**config.mk**
```make
export PLATFORM = sky130hd
export DESIGN_NAME = rx_line_status
export DESIGN_NICKNAME = d
export VERILOG_FILES = /design/src/rtl/rx_lsr_pkg.sv /design/src/rtl/rx_lsr_sticky.sv /design/src/rtl/rx_lsr_ready.sv /design/src/rtl/rx_lsr_events.sv /design/src/rtl/rx_line_status.sv
export SDC_FILE = /design/constraint.sdc
export NUM_CORES = 1
export LEC_CHECK = 0
export BUFFER_PORTS_ARGS = -buffer_cell sky130_fd_sc_hd__buf_4
export CORE_AREA = 2 2 39 41
export CTS_BUF_LIST = sky130_fd_sc_hd__clkbuf_4
export DETAILED_ROUTE_END_ITERATION = 16
export DIE_AREA = 0 0 41 43
export PLACE_DENSITY = 0.41
export SLEW_MARGIN = 10
export SYNTH_ARGS = -nofsm -noshare
export SYNTH_HDL_FRONTEND = slang
export SYNTH_SLANG_ARGS = --single-unit
```
**constraint.sdc**
```tcl
create_clock -name clk -period 1.1 [get_ports clk]
set_clock_uncertainty 0.15 [all_clocks]
set_input_delay 0.22 -clock clk [delete_from_list [all_inputs] [get_ports clk]]
set_output_delay 0.22 -clock clk [all_outputs]
set_load 0.02 [all_outputs]
```
**src/rtl/rx_lsr_pkg.sv**
```systemverilog
package rx_lsr_pkg;
  // width of the status word handed to the register read path
  localparam int unsigned LSR_W       = 3;
  // bit positions: the read path decodes these
  localparam int unsigned IDX_READY   = 0;
  localparam int unsigned IDX_OVERRUN = 1;
  localparam int unsigned IDX_PARITY  = 2;
  // number of sticky error flags and their slot in the error vector
  localparam int unsigned NUM_ERR     = 2;
  localparam int unsigned ERR_OVR     = 0;
  localparam int unsigned ERR_PAR     = 1;
endpackage

```
**src/rtl/rx_lsr_sticky.sv**
```systemverilog
// Sticky flag: a set event wins over a clear request in the same cycle.
module rx_lsr_sticky (
  input  logic clk,
  input  logic rst,
  input  logic set_evt,
  input  logic clr_req,
  output logic flag_q
);
  always_ff @(posedge clk) begin
    if (rst)          flag_q <= 1'b0;
    else if (set_evt) flag_q <= 1'b1;
    else if (clr_req) flag_q <= 1'b0;
  end
endmodule

```
**src/rtl/rx_lsr_ready.sv**
```systemverilog
// Data-available tracking for both buffer modes.
module rx_lsr_ready (
  input  logic clk,
  input  logic rst,
  input  logic fifo_mode,
  input  logic char_done,
  input  logic rbr_read,
  input  logic fifo_empty,
  output logic ready_q
);
  always_ff @(posedge clk) begin
    if (rst)            ready_q <= 1'b0;
    else if (fifo_mode) ready_q <= ~fifo_empty;
    else if (char_done) ready_q <= 1'b1;   // new char lands even if read now
    else if (rbr_read)  ready_q <= 1'b0;
  end
endmodule

```
**src/rtl/rx_lsr_events.sv**
```systemverilog
// Combinational event detection for overrun, parity and character drop.
module rx_lsr_events (
  input  logic fifo_mode,
  input  logic char_done,
  input  logic par_err_in,
  input  logic fifo_full,
  input  logic rbr_read,
  input  logic ready_q,
  output logic ovr_evt,
  output logic par_evt,
  output logic drop
);
  logic fifo_ovr;
  logic hold_ovr;

  always_comb begin
    // FIFO mode: full FIFO, the finishing character has nowhere to go
    fifo_ovr = fifo_mode & char_done & fifo_full;
    // single mode: unread character about to be overwritten
    hold_ovr = ~fifo_mode & char_done & ready_q & ~rbr_read;
    drop     = fifo_ovr;
    ovr_evt  = fifo_ovr | hold_ovr;
    par_evt  = char_done & par_err_in & ~fifo_ovr;
  end
endmodule

```
**src/rtl/rx_line_status.sv**
```systemverilog
module rx_line_status
  import rx_lsr_pkg::*;
(
  input  logic             clk,
  input  logic             rst,
  input  logic             fifo_mode,
  input  logic             char_done,
  input  logic             par_err_in,
  input  logic             fifo_full,
  input  logic             fifo_empty,
  input  logic             rbr_read,
  input  logic             lsr_read,
  output logic [LSR_W-1:0] status_flags,
  output logic             drop_char
);
  logic               ready_q;
  logic               ovr_evt;
  logic               par_evt;
  logic [NUM_ERR-1:0] err_evt;
  logic [NUM_ERR-1:0] err_q;

  rx_lsr_ready u_ready (
    .clk        (clk),
    .rst        (rst),
    .fifo_mode  (fifo_mode),
    .char_done  (char_done),
    .rbr_read   (rbr_read),
    .fifo_empty (fifo_empty),
    .ready_q    (ready_q)
  );

  rx_lsr_events u_events (
    .fifo_mode  (fifo_mode),
    .char_done  (char_done),
    .par_err_in (par_err_in),
    .fifo_full  (fifo_full),
    .rbr_read   (rbr_read),
    .ready_q    (ready_q),
    .ovr_evt    (ovr_evt),
    .par_evt    (par_evt),
    .drop       (drop_char)
  );

  always_comb begin
    err_evt          = '0;
    err_evt[ERR_OVR] = ovr_evt;
    err_evt[ERR_PAR] = par_evt;
  end

  for (genvar g = 0; g < NUM_ERR; g++) begin : g_err
    rx_lsr_sticky u_flag (
      .clk     (clk),
      .rst     (rst),
      .set_evt (err_evt[g]),
      .clr_req (lsr_read),
      .flag_q  (err_q[g])
    );
  end

  always_comb begin
    status_flags              = '0;
    status_flags[IDX_READY]   = ready_q;
    status_flags[IDX_OVERRUN] = err_q[ERR_OVR];
    status_flags[IDX_PARITY]  = err_q[ERR_PAR];
  end
endmodule

```
Word-level counts from Yosys, hierarchy flattened

Cells that the tools add are included.

Latch bits: 0
Register bits after elaboration: 3
Word-level logic and storage cells: 24
RAM bits: 0
Memories kept: 0
ROM bits: 0

$add $sub $neg: 0
Divide/modulo/power cells: 0
Bitwise logic cells: 12
Multiplexer cells: 6
$mul: 0
Equality and inequality tests: 0
Order comparisons: 0
Shift operators: 0
Reduce and logical (&&, ||, !) cells: 3

Operators by type and width:

| operator          | number |
|---|---|
| $and 1x1->1       | 7 |
| $mux 1            | 6 |
| $not 1->1         | 4 |
| $reduce_bool 2->1 | 2 |
| $reduce_bool 3->1 | 1 |
| $or 1x1->1        | 1 |

Longest topological paths before layout

Gate-level depths: netlist (run 1).

Depth in word-level cells: 6
Gate-level depth with buffers: 3
Mapped depth without buffers: 3

Hierarchy

A second synthesis (run 1) with hierarchy kept.

Cell total of the unflattened synthesis: 18
Area total of the unflattened synthesis: 168.9 um2

Modules (own cells, without submodules):

| module         | cells an instance | sequential area each (um2) | times used | area each (um2) |
|---|---|---|---|---|
| rx_lsr_sticky  | 4                 | 20.0                       | 2          | 38.8 |
| rx_lsr_ready   | 4                 | 20.0                       | 1          | 45.0 |
| rx_lsr_events  | 5                 | 0.0                        | 1          | 38.8 |
| rx_line_status | 1                 | 0.0                        | 1          | 7.5 |

Worst setup path after synthesis (run 1)

OpenSTA, ideal clock, no wires.

Path kind: register to register
Start: register u_ready.ready_q
End: register g_err[0].u_flag.flag_q
Arrival time: 0.669 ns
Stages on the path, launching flop included: 4
Slack: 0.211 ns
Setup time: 0.070 ns
Buffers on the path: 0
Cell sequence: dfxtp_1 nor3b_1 o21ai_1 a21oi_1

Word-level cells in the longest chain between the ends: 4
Elaborated cells on any way between the ends: 5
Those cells by class: 1 x mux; 3 x bitwise; 1 x reduce/logical

Ends and longest elaborated chain:

| item                                        | RTL line            | source |
|---|---|---|
| start, declared                             | rx_lsr_ready.sv:9   | `output logic ready_q` |
| start signal, assigned                      | rx_lsr_ready.sv:13  | `else if (fifo_mode) ready_q <= ~fifo_empty;` |
| $and 1x1->1 * (2 in a row)                  | rx_lsr_events.sv:20 | `hold_ovr = ~fifo_mode & char_done & ready_q & ~rbr_read;` |
| $or 1x1->1 *                                | rx_lsr_events.sv:22 | `ovr_evt = fifo_ovr \| hold_ovr;` |
| $mux 1 or $reduce_bool 2->1 (tied branches) | n/a                 |  |
| end signal, assigned                        | rx_lsr_sticky.sv:10 | `if (rst) flag_q <= 1'b0;` |
| end signal, assigned                        | rx_lsr_sticky.sv:11 | `else if (set_evt) flag_q <= 1'b1;` |
| end signal, assigned                        | rx_lsr_sticky.sv:12 | `else if (clr_req) flag_q <= 1'b0;` |
| end, declared                               | rx_lsr_sticky.sv:7  | `output logic flag_q` |

Every way passes the cells marked *; elsewhere a longest branch is shown, timed or not.
A chain may end at the register's enable or synchronous reset.

Worst setup path in the final report (run 1)

Start: register u_ready.ready_q
End: output status_flags[0]

RTL lines:

| item          | RTL line             | source |
|---|---|---|
| end, declared | rx_line_status.sv:13 | `output logic [LSR_W-1:0] status_flags,` |

No word-level cell between the ends.

==> summary.txt, run 1 <==
Power and ir drop
  – Peak supply drop: 0.307 mV
  – Leakage: 0.140 nW
  – Pwr Total: 0.411 mW
  – Power Dens Cells: 1400 nW/um^2

Drt
  – Routed Antenna Nets: 0
  – DRC viols: 0
  – Via count: 178
  – TritonRoute pass-1 iters: 4
  – Total Routed Length: 431 um
  – Post-DR wirelength/cell: 8.80 um
  – Drt first-iter violations: 4
  – Via density per instance: 3.63

Die
  – Die area: 1760 um^2
  – Initial cell density of the core: 11.2%
  – Core area: 1380 um^2
  – I/O Pins: 13
  – Die height: 43 um
  – Die Span X: 41 um
  – Num rows: 14

Run status
  – Status: finished, final reports clean

Timing
  – Max-slew violation total from the final report: 0
  – Peak Freq: 0.933 GHz
  – RSZ-0062 raised after global routing: false
  – TNS Setup: 0 ns
  – Final setup violation count: 0
  – Tcrit/Tclk final: 97.5%
  – Hold Fails Final Rpt: 0
  – Tmin final: 1.07 ns
  – Worst path setup slack after routing: 0.0280 ns
  – Worst-margin pin slew: 0.217 ns
  – Slew HR: 85.5%

Critical path
  – Worst path max stage delay: 0.32 ns
  – CP Buf/Inv Count: 1
  – CP startpoint kind: flip-flop
  – Arrival time worst endpoint: 0.70 ns
  – CP delay by family, top: flip-flops
  – Worst-path cell chain: buf_4
  – Critical-path top delay cell: dfxtp_2
  – Max FO, Critical Path: 3
  – Setup CP Type: reg -> out
  – WP data required: 0.73 ns
  – Crit end category: primary output

Clock network
  – Clock latency on the worst-skew pair: 0.23 ns
  – Clock root buffer: clkbuf_4
  – Clk buf depth: 2
  – Worst-path clk slew: 0.04 ns
  – TritonCTS clock tree: built
  – Cts bufs inserted: 3
  – Htree depth: 1
  – Sink Count: 3

Yosys
  – Syn_area_per_cell: 8.17 um^2
  – YS warnings: 0
  – Top cell type's share of synthesized area: 38.7%
  – Top post-synthesis cells by area: dfxtp_1 39%, buf_4 15%, a221oi_1 5.6%
  – Sequential fraction of the synthesis area: 38.7%
  – Post-Synthesis Cells: 19
  – Distinct cell type count of the synthesized netlist: 13
  – Largest area contributor in the netlist: dfxtp_1
  – Mapped cell area: 155 um^2
  – Net Count, Synth: 28
  – FF+latch count, synth: 3

Cells and area
  – # diodes: 0
  – NumNets Final: 43
  – Multi-input logic area: 68.8 um^2
  – Seq. cell area: 63.8 um^2
  – Share of layout cells above drive strength 1: 57.6%
  – Fin util: 21.2%
  – Area grow syn2layout: 89.5%
  – Fill cells: 150

Global routing
  – Initial antenna violation count: 0
  – Largest net degree at the start of global routing: 6
  – Vias in the first global route: 184
  – First-pass GRT wire length: 683 um
  – Grt total ovfl: 0
  – GRT Total Usage: 6.41%

Hold path
  – Hold WC Path Type: in -> reg

Placed design
  – Pre-CTS WS: 0.0759 ns
  – Port Buf Inserts: 12
  – Final RePlAce weighted congestion: 0.661

Flow run
  – Max Cap Violations: 0
-- kinds of logic after synthesis --
kind of cell    count (synthesis)  share of synthesized area (%)
simple gates                    8                           26.6
buf+inv                         4                           16.9
flops                           3                           38.7
compound gates                  4                           17.7
-- repair_timing --
item                                   in CTS  in global routing
setup endpoints to repair                   1                  2
setup buffers                               0                  0
hold buffers                                1                  0
gates resized for setup                     1                  4
endpoints found under the hold margin       1                  0
-- flip-flops by register name, summed over array words and instances, names as in the netlist --
| register | flops |
|---|---|
| g_err.u_flag.flag_q | 2 |
| u_ready.ready_q | 1 |
-- layout by cell type, fill, tap and decap left out --
cell type | Yosys | final
a21oi_1 | 1 | 1
a221oi_1 | 1 | 1
a2bb2oi_1 | 1 | 1
and2_1 | 1 | 1
and3_1 | 1 | 1
buf_4 | 3 | 10
buf_6 | 0 | 2
clkbuf_4 | 0 | 4
dfxtp_2 | 0 | 3
dlygate4sd3_1 | 0 | 1
inv_1 | 1 | 1
nand2_1 | 2 | 2
nand2b_1 | 1 | 1
nor2_1 | 2 | 2
nor3b_1 | 1 | 1
o21ai_1 | 1 | 1
-- routing by layer --
metal  part of all wire, %  vias to the layer above  track usage, %
li1                      -                       90               -
met4                     0                        0            6.00
met2                    44                       10            7.19
met3                    13                        0            4.71
met5                     0                        -               0
met1                    43                       78            7.35
-- worst reg2reg max path, cell delays in order, from the launching register on --
cell and delay [ns]:
dfxtp_2 0.33, nor3b_1 0.21, o21ai_1 0.08, a21oi_1 0.13
-- synthesized netlist by cell type --
cell type	number
nand2b_1	1
o21ai_1	1
buf_4	3
nor2_1	2
a21oi_1	1
a2bb2oi_1	1
dfxtp_1	3
inv_1	1
nor3b_1	1
nand2_1	2
and3_1	1
a221oi_1	1
and2_1	1
-- power by group --
part | total (mW) | switching, mW | internal [mW]
logic | 0.0705 | 0.0286 | 0.0419
clock network | 0.218 | 0.0578 | 0.161
registers | 0.122 | 0.00454 | 0.117
total | 0.411 | 0.0909 | 0.320
-- layout make-up --
type                    count  area share (%)
repair buffers             13            36.6
multi-input cells          12            23.4
flip-flops and latches      3            21.7
clock buffers               4            10.2
well taps                  16            6.81
inverters                   1            1.28
-- through the flow --
stage / cell area [um^2] / instances / hold slack, ns
after floorplan: 155 / 19 / 0.139
after global placement: 243 / 44 / 0.256
after detailed placement: 243 / 44 / 0.251
after CTS: 284 / 49 / -0.00234
after global routing: 294 / 49 / 0.0107
final: 294 / 49 / 0.00935
-- final timing paths --
path	startpoint	endpoint	slack (ns)	depth (start not counted)
hold reg to reg	g_err[0].u_flag.flag_q	g_err[0].u_flag.flag_q	0.30	2
setup reg to reg	u_ready.ready_q	g_err[0].u_flag.flag_q	0.13	3
setup / recovery	u_ready.ready_q	status_flags[0]	0.03	1
hold / removal	rst	g_err[1].u_flag.flag_q	0.009	2
No activity file was read; power rests on OpenSTA's default activity.
==> inputs of run 2 (changes only) <==
--- a/config.mk
+++ b/config.mk
@@ -10,6 +10,7 @@
 export CTS_BUF_LIST = sky130_fd_sc_hd__clkbuf_4
 export DETAILED_ROUTE_END_ITERATION = 16
 export DIE_AREA = 0 0 41 43
+export GPL_TIMING_DRIVEN = 0
 export PLACE_DENSITY = 0.41
 export SLEW_MARGIN = 10
 export SYNTH_ARGS = -nofsm -noshare
==> run 2 against run 1 <==
Compared with the run above:
- largest cell class unchanged
- flip-flop and latch count stayed put
- first-iteration DRC count stayed put
- non-clock buffer count is 2 higher
- global-route usage is 0.10 points lower
- clock-buffer cell count stayed put
- the run now ends with negative setup slack left
- fmax is 5.2% lower
- hold slack better by 0.024 ns
- critical endpoint is now u_ready.ready_q
- cell area is 9.4% higher
==> summary.txt, run 2 (synthesized netlist as in run 1, its figures left out) <==
Global routing
  – First-pass GRT wire length: 627 um (-8.2%)
  – Vias in the first global route: 167 (-9.2%)
  – Grt total ovfl: 0 (unchanged)
  – GRT Total Usage: 6.31% (-0.10 points)
  – Initial antenna violation count: 0 (unchanged)
  – Largest net degree at the start of global routing: 6 (unchanged)

Timing
  – Tcrit/Tclk final: 103% (+5.4 points)
  – Tmin final: 1.13 ns (+0.0593 ns)
  – Slew HR: 87.1% (+1.6 points)
  – Hold Fails Final Rpt: 0 (unchanged)
  – Worst-margin pin slew: 0.192 ns (-0.0250 ns)
  – Worst path setup slack after routing: -0.0313 ns (-0.0593 ns)
  – TNS Setup: -0.0313 ns (-0.0313 ns)
  – Final setup violation count: 1 (+1)
  – Peak Freq: 0.884 GHz (-5.2%)
  – Max-slew violation total from the final report: 0 (unchanged)

Drt
  – Total Routed Length: 475 um (+10%)
  – Via count: 185 (+3.9%)
  – Drt first-iter violations: 4 (unchanged)
  – Post-DR wirelength/cell: 9.31 um (+5.9%)
  – DRC viols: 0 (unchanged)
  – Via density per instance: 3.63 (-0.14%)
  – Routed Antenna Nets: 0 (unchanged)
  – TritonRoute pass-1 iters: 4 (unchanged)

Run status
  – Failing checks: negative setup slack
  – Status: finished, violations left

Cells and area
  – Biggest regs: g_err.u_flag.flag_q x2, u_ready.ready_q x1
  – NumNets Final: 45 (+4.7%)
  – Fill cells: 150 (unchanged)
  – Most flops, register: g_err.u_flag.flag_q
  – Most frequent cells in the layout: 10 x buf_4, 4 x clkbuf_4, 3 x dfxtp_2, 3 x buf_6
  – Max reg flops: 2 (unchanged)
  – Area grow syn2layout: 107%
  – Commonest non-fill, non-tap cell in the layout: buf_4
  – # diodes: 0 (unchanged)
  – Share of layout cells above drive strength 1: 60.0% (+2.4 points)

Critical path
  – Setup CP Type: in -> reg
  – Max FO, Critical Path: 1 (-2)
  – Arrival time worst endpoint: 1.13 ns (+0.43 ns)
  – Crit end category: flip-flop
  – WP data required: 1.10 ns (+0.37 ns)
  – CP startpoint kind: input pin

Power and ir drop
  – Pwr Total: 0.426 mW (+3.7%)
  – Leakage: 0.153 nW (+8.7%)
  – Peak supply drop: 0.338 mV (+9.9%)
  – Power Dens Cells: 1320 nW/um^2 (-5.2%)

Die
  – Core area: 1380 um^2 (unchanged)
  – I/O Pins: 13 (unchanged)
  – Die area: 1760 um^2 (unchanged)
  – Initial cell density of the core: 11.2% (unchanged)
  – Die height: 43 um (unchanged)
  – Die Span X: 41 um (unchanged)
  – Num rows: 14 (unchanged)

Clock network
  – Clk buf depth: 2 (unchanged)
  – Cts bufs inserted: 3 (unchanged)
  – Sink Count: 3 (unchanged)
  – Clock root buffer: clkbuf_4
  – Worst-path clk slew: 0.04 ns (about the same)
  – Clock latency on the worst-skew pair: 0.24 ns (about the same)
  – Htree depth: 1 (unchanged)
  – TritonCTS clock tree: built

Flow run
  – Max Cap Violations: 0 (unchanged)

Placed design
  – Final RePlAce weighted congestion: 0.604 (-8.7%)
  – DPL Wire Length: 322 um
  – Port Buf Inserts: 12 (unchanged)

Hold path
  – Hold WC Path Type: in -> reg
==> run 2: cell count changes in the layout (fill, tap and decap cells not counted), sizes merged <==
cell / previous run / this run
buf: 12 / 13
dlygate4sd3: 1 / 2
==> run 2: critical path: stages <==
cell and delay, ns:
dlygate4sd3_1 0.56, buf_4 0.14, a221oi_2 0.21
==> run 2: cell type report <==
cell class                      instances  area, um^2  share of cell area [%]
Multi-Input combinational cell         12        75.1                    23.3
Inverter                                1        3.75                    1.17
Sequential cell                         3        63.8                    19.8
Clock buffer                            4        30.0                    9.34
Timing Repair Buffer                   15         129                    40.1
Tap cell                               16        20.0                    6.23
==> run 2: stage by stage <==
step	instances	util [%]	hold WS, ns	worst slack [ns]	instance area (um^2)
finish	51	23.2	0.0336	-0.0313	322
global route	51	23.2	0.0233	-0.0229	322
CTS	50	22.1	0.00642	0.0145	305
detailed placement	47	19.2	0.255	0.0691	265
global placement	47	19.2	0.259	0.0672	265
floorplan	19	-	0.139	0.211	155
==> run 2: power by group <==
part           switching [mW]  internal, mW  total (mW)  leakage [nW]
Sequential            0.00421         0.117       0.121        0.0258
Combinational          0.0322        0.0501      0.0822         0.108
Clock                  0.0614         0.161       0.222        0.0184
==> run 2: per-layer routing <==
| layer | part of all wire [%] | vias up | global-route usage (%) |
|---|---|---|---|
| li1 | - | 93 | - |
| met4 | 0 | 0 | 8.00 |
| met1 | 43 | 82 | 6.39 |
| met3 | 11 | 0 | 6.28 |
| met2 | 46 | 10 | 5.94 |
| met5 | 0 | - | 0 |
==> run 2: repair_timing <==
item,CTS,global route
hold buffers,1,1
buffers inserted,1,0
endpoints found under the hold margin,1,1
setup endpoints to repair,3,1
resized for setup,6,1
==> run 2: worst paths after layout <==
| kind | slack [ns] | cells after the start | to | startpoint |
|---|---|---|---|---|
| setup / recovery | -0.03 | 3 | u_ready.ready_q | fifo_empty |
| hold / removal | 0.03 | 2 | u_ready.ready_q | fifo_mode |
| hold reg to reg | 0.30 | 2 | g_err[0].u_flag.flag_q | g_err[0].u_flag.flag_q |
| setup reg to reg | 0.03 | 4 | g_err[0].u_flag.flag_q | u_ready.ready_q |
==> inputs of run 3 (changes only) <==
--- a/config.mk
+++ b/config.mk
@@ -11,8 +11,9 @@
 export DETAILED_ROUTE_END_ITERATION = 16
 export DIE_AREA = 0 0 41 43
 export GPL_TIMING_DRIVEN = 0
-export PLACE_DENSITY = 0.41
+export PLACE_DENSITY = 0.42
 export SLEW_MARGIN = 10
 export SYNTH_ARGS = -nofsm -noshare
 export SYNTH_HDL_FRONTEND = slang
+export SYNTH_HIERARCHICAL = 1
 export SYNTH_SLANG_ARGS = --single-unit
==> run 3 against run 2 <==
Compared with the run above:
- the flow now finishes without violations
- non-clock buffer count fell by 3
- clock-buffer cell count stayed put
- critical path depth increased by 1
- flip-flop and latch count unchanged
- sequential power is essentially flat
- clock power barely moved
- via count is 3.8% lower
- fmax rose by 5.4%
- combinational power fell by 8.6%
- largest power group unchanged
- highest routed layer unchanged
==> summary.txt, run 3 <==
Timing
  – Final setup violation count: 0 (-1)
  – Worst-margin pin slew: 0.169 ns (-0.0232 ns)
  – Tcrit/Tclk final: 97.6% (-5.3 points)
  – Worst path setup slack after routing: 0.0266 ns (+0.0579 ns)
  – Tmin final: 1.07 ns (-0.0579 ns)
  – Hold_ws: 0.00771 ns (-0.0259 ns)
  – Slew HR: 88.7% (+1.6 points)
  – Hold Fails Final Rpt: 0 (unchanged)
  – Max-slew violation total from the final report: 0 (unchanged)
  – Peak Freq: 0.932 GHz (+5.4%)
  – RSZ-0062 raised after global routing: true

Yosys
  – Syn_area_per_cell: 9.38 um^2 (+15%)
  – Mapped cell area: 169 um^2 (+8.9%)
  – Net Count, Synth: 27 (-3.6%)
  – Number of flops mapped to enable cells by yosys: 0 (unchanged)
  – Sequential fraction of the synthesis area: 35.6% (-3.2 points)
  – Post-Synthesis Cells: 18 (-1)
  – FF+latch count, synth: 3 (unchanged)
  – Main synth FF type: dfxtp_1
  – Post-synthesis async set-or-reset flop share: 0% (unchanged)
  – YS warnings: 6 (+6)
  – Largest area contributor in the netlist: dfxtp_1
  – Most instantiated cells after synthesis: 3 x dfxtp_1, 3 x nand2b_1, 2 x a21oi_2, 2 x inv_1
  – Distinct cell type count of the synthesized netlist: 12 (-1)
  – Top post-synthesis cells by area: dfxtp_1 36%, nand2b_1 11%, a21oi_2 10%
  – Top cell type's share of synthesized area: 35.6% (-3.2 points)

Drt
  – Routed Antenna Nets: 0 (unchanged)
  – Via density per instance: 3.63 (+0.14%)
  – Via count: 178 (-3.8%)
  – DRC viols: 0 (unchanged)
  – Drt first-iter violations: 0 (-4)
  – Post-DR wirelength/cell: 8.73 um (-6.2%)
  – TritonRoute pass-1 iters: 1 (-3)
  – Total Routed Length: 428 um (-9.9%)

Cells and area
  – Most flops, register: g_err.u_flag/flag_q
  – Multi-input logic area: 93.8 um^2 (+25%)
  – Seq. cell area: 62.6 um^2 (-2.0%)
  – # diodes: 0 (unchanged)
  – NumNets Final: 43 (-4.4%)
  – Max reg flops: 2 (unchanged)
  – Share of layout cells above drive strength 1: 66.7% (+6.7 points)
  – Commonest non-fill, non-tap cell in the layout: buf_4
  – Area grow syn2layout: 86.7%
  – Fill cells: 161 (+7.3%)
  – Most frequent cells in the layout: 9 x buf_4, 4 x clkbuf_4, 3 x nand2b_1, 3 x buf_6
  – Biggest regs: g_err.u_flag/flag_q x2, u_ready/ready_q x1

Power and ir drop
  – Power Dens Cells: 1330 nW/um^2 (+0.51%)
  – Leakage: 0.142 nW (-6.9%)
  – Peak supply drop: 0.349 mV (+3.2%)

Placed design
  – Pre-CTS WS: -0.0189 ns (-0.0881 ns)
  – Port Buf Inserts: 12 (unchanged)
  – Final RePlAce weighted congestion: 0.571 (-5.4%)

Die
  – Initial cell density of the core: 12.2% (+0.99 points)
  – Core area: 1380 um^2 (unchanged)
  – I/O Pins: 13 (unchanged)
  – Die area: 1760 um^2 (unchanged)
  – Num rows: 14 (unchanged)
  – Die Span X: 41 um (unchanged)
  – Die height: 43 um (unchanged)

Global routing
  – Grt total ovfl: 0 (unchanged)
  – GRT Total Usage: 6.72% (+0.41 points)
  – Initial antenna violation count: 0 (unchanged)
  – Largest net degree at the start of global routing: 6 (unchanged)
  – First-pass GRT wire length: 724 um (+15%)
  – Vias in the first global route: 190 (+14%)

Clock network
  – Clock root buffer: clkbuf_4
  – Clock latency on the worst-skew pair: 0.23 ns (about the same)
  – Sink Count: 3 (unchanged)
  – Clk buf depth: 2 (unchanged)
  – Htree depth: 1 (unchanged)
  – Worst-path clk slew: 0.04 ns (about the same)
  – TritonCTS clock tree: built
  – Cts bufs inserted: 3 (unchanged)

Critical path
  – Max FO, Critical Path: 3 (+2)
  – Arrival time worst endpoint: 1.05 ns (-0.08 ns)
  – WP data required: 1.08 ns (-0.02 ns)
  – CP startpoint kind: flip-flop
  – Crit end category: flip-flop
  – R2R setup slack: 0.03 ns (about the same)
  – Setup CP Type: reg -> reg

Hold path
  – Hold WC Path Type: in -> reg

Run status
  – Status: finished, final reports clean

Flow run
  – Max Cap Violations: 0 (unchanged)
==> run 3: final cells by class <==
| type | instances | share of cell area [%] |
|---|---|---|
| Multi-Input combinational cell | 12 | 29.8 |
| Sequential cell | 3 | 19.8 |
| Inverter | 2 | 2.38 |
| Timing Repair Buffer | 12 | 32.1 |
| Tap cell | 16 | 6.35 |
| Clock buffer | 4 | 9.52 |
==> run 3: logic make-up after synthesis <==
| logic type | count (synthesis) | synth area share, % |
|---|---|---|
| AOI/OAI and AO/OA | 4 | 22.2 |
| buffers and inverters | 3 | 8.89 |
| and+or+nand+nor | 8 | 33.3 |
| DFF | 3 | 35.6 |
==> run 3: layer usage <==
layer / wire length (um) / part of all wire, % / global-route usage [%]
met5: 0 / 0 / 0
met2: 147 / 34 / 7.81
met4: 0 / 0 / 6.00
met3: 71 / 17 / 4.71
met1: 209 / 49 / 7.69
==> run 3: final timing paths <==
path	startpoint	end	cells after the start
setup / recovery	u_ready/ready_q	g_err[0].u_flag/flag_q	4
hold / removal	fifo_empty	u_ready/ready_q	2
setup reg to reg	u_ready/ready_q	g_err[0].u_flag/flag_q	4
hold reg to reg	g_err[1].u_flag/flag_q	g_err[1].u_flag/flag_q	2
==> run 3: metrics by stage <==
stage / power [mW] / cells / utilization [%] / instance area [um^2] / setup TNS [ns]
floorplan: 0.154 / 18 / - / 169 / 0
global placement: 0.196 / 46 / 20.2 / 279 / -0.0131
detailed placement: 0.197 / 46 / 20.2 / 279 / -0.0189
CTS: 0.426 / 49 / 22.2 / 307 / 0
global route: 0.450 / 49 / 22.8 / 315 / -0.0274
finish: 0.420 / 49 / 22.8 / 315 / 0
==> run 3: worst max-delay path, cell delays in order (launching register included) <==
cell and delay, ns:
dfxtp_2 0.32, and4bb_1 0.17, or2_1 0.21, inv_1 0.07, a21oi_2 0.04
==> run 3: repair_timing <==
| item | in CTS | in global routing |
|---|---|---|
| setup endpoints to repair | 1 | 3 |
| hold buffers | 0 | 0 |
| gates resized for setup | 2 | 3 |
| buffers inserted | 0 | 0 |
==> run 3: where the power goes <==
part           leakage (nW)  switching, mW  internal (mW)
logic                0.0983         0.0310         0.0442
clock network        0.0184         0.0618          0.161
registers            0.0254        0.00489          0.117
total                 0.142         0.0977          0.322
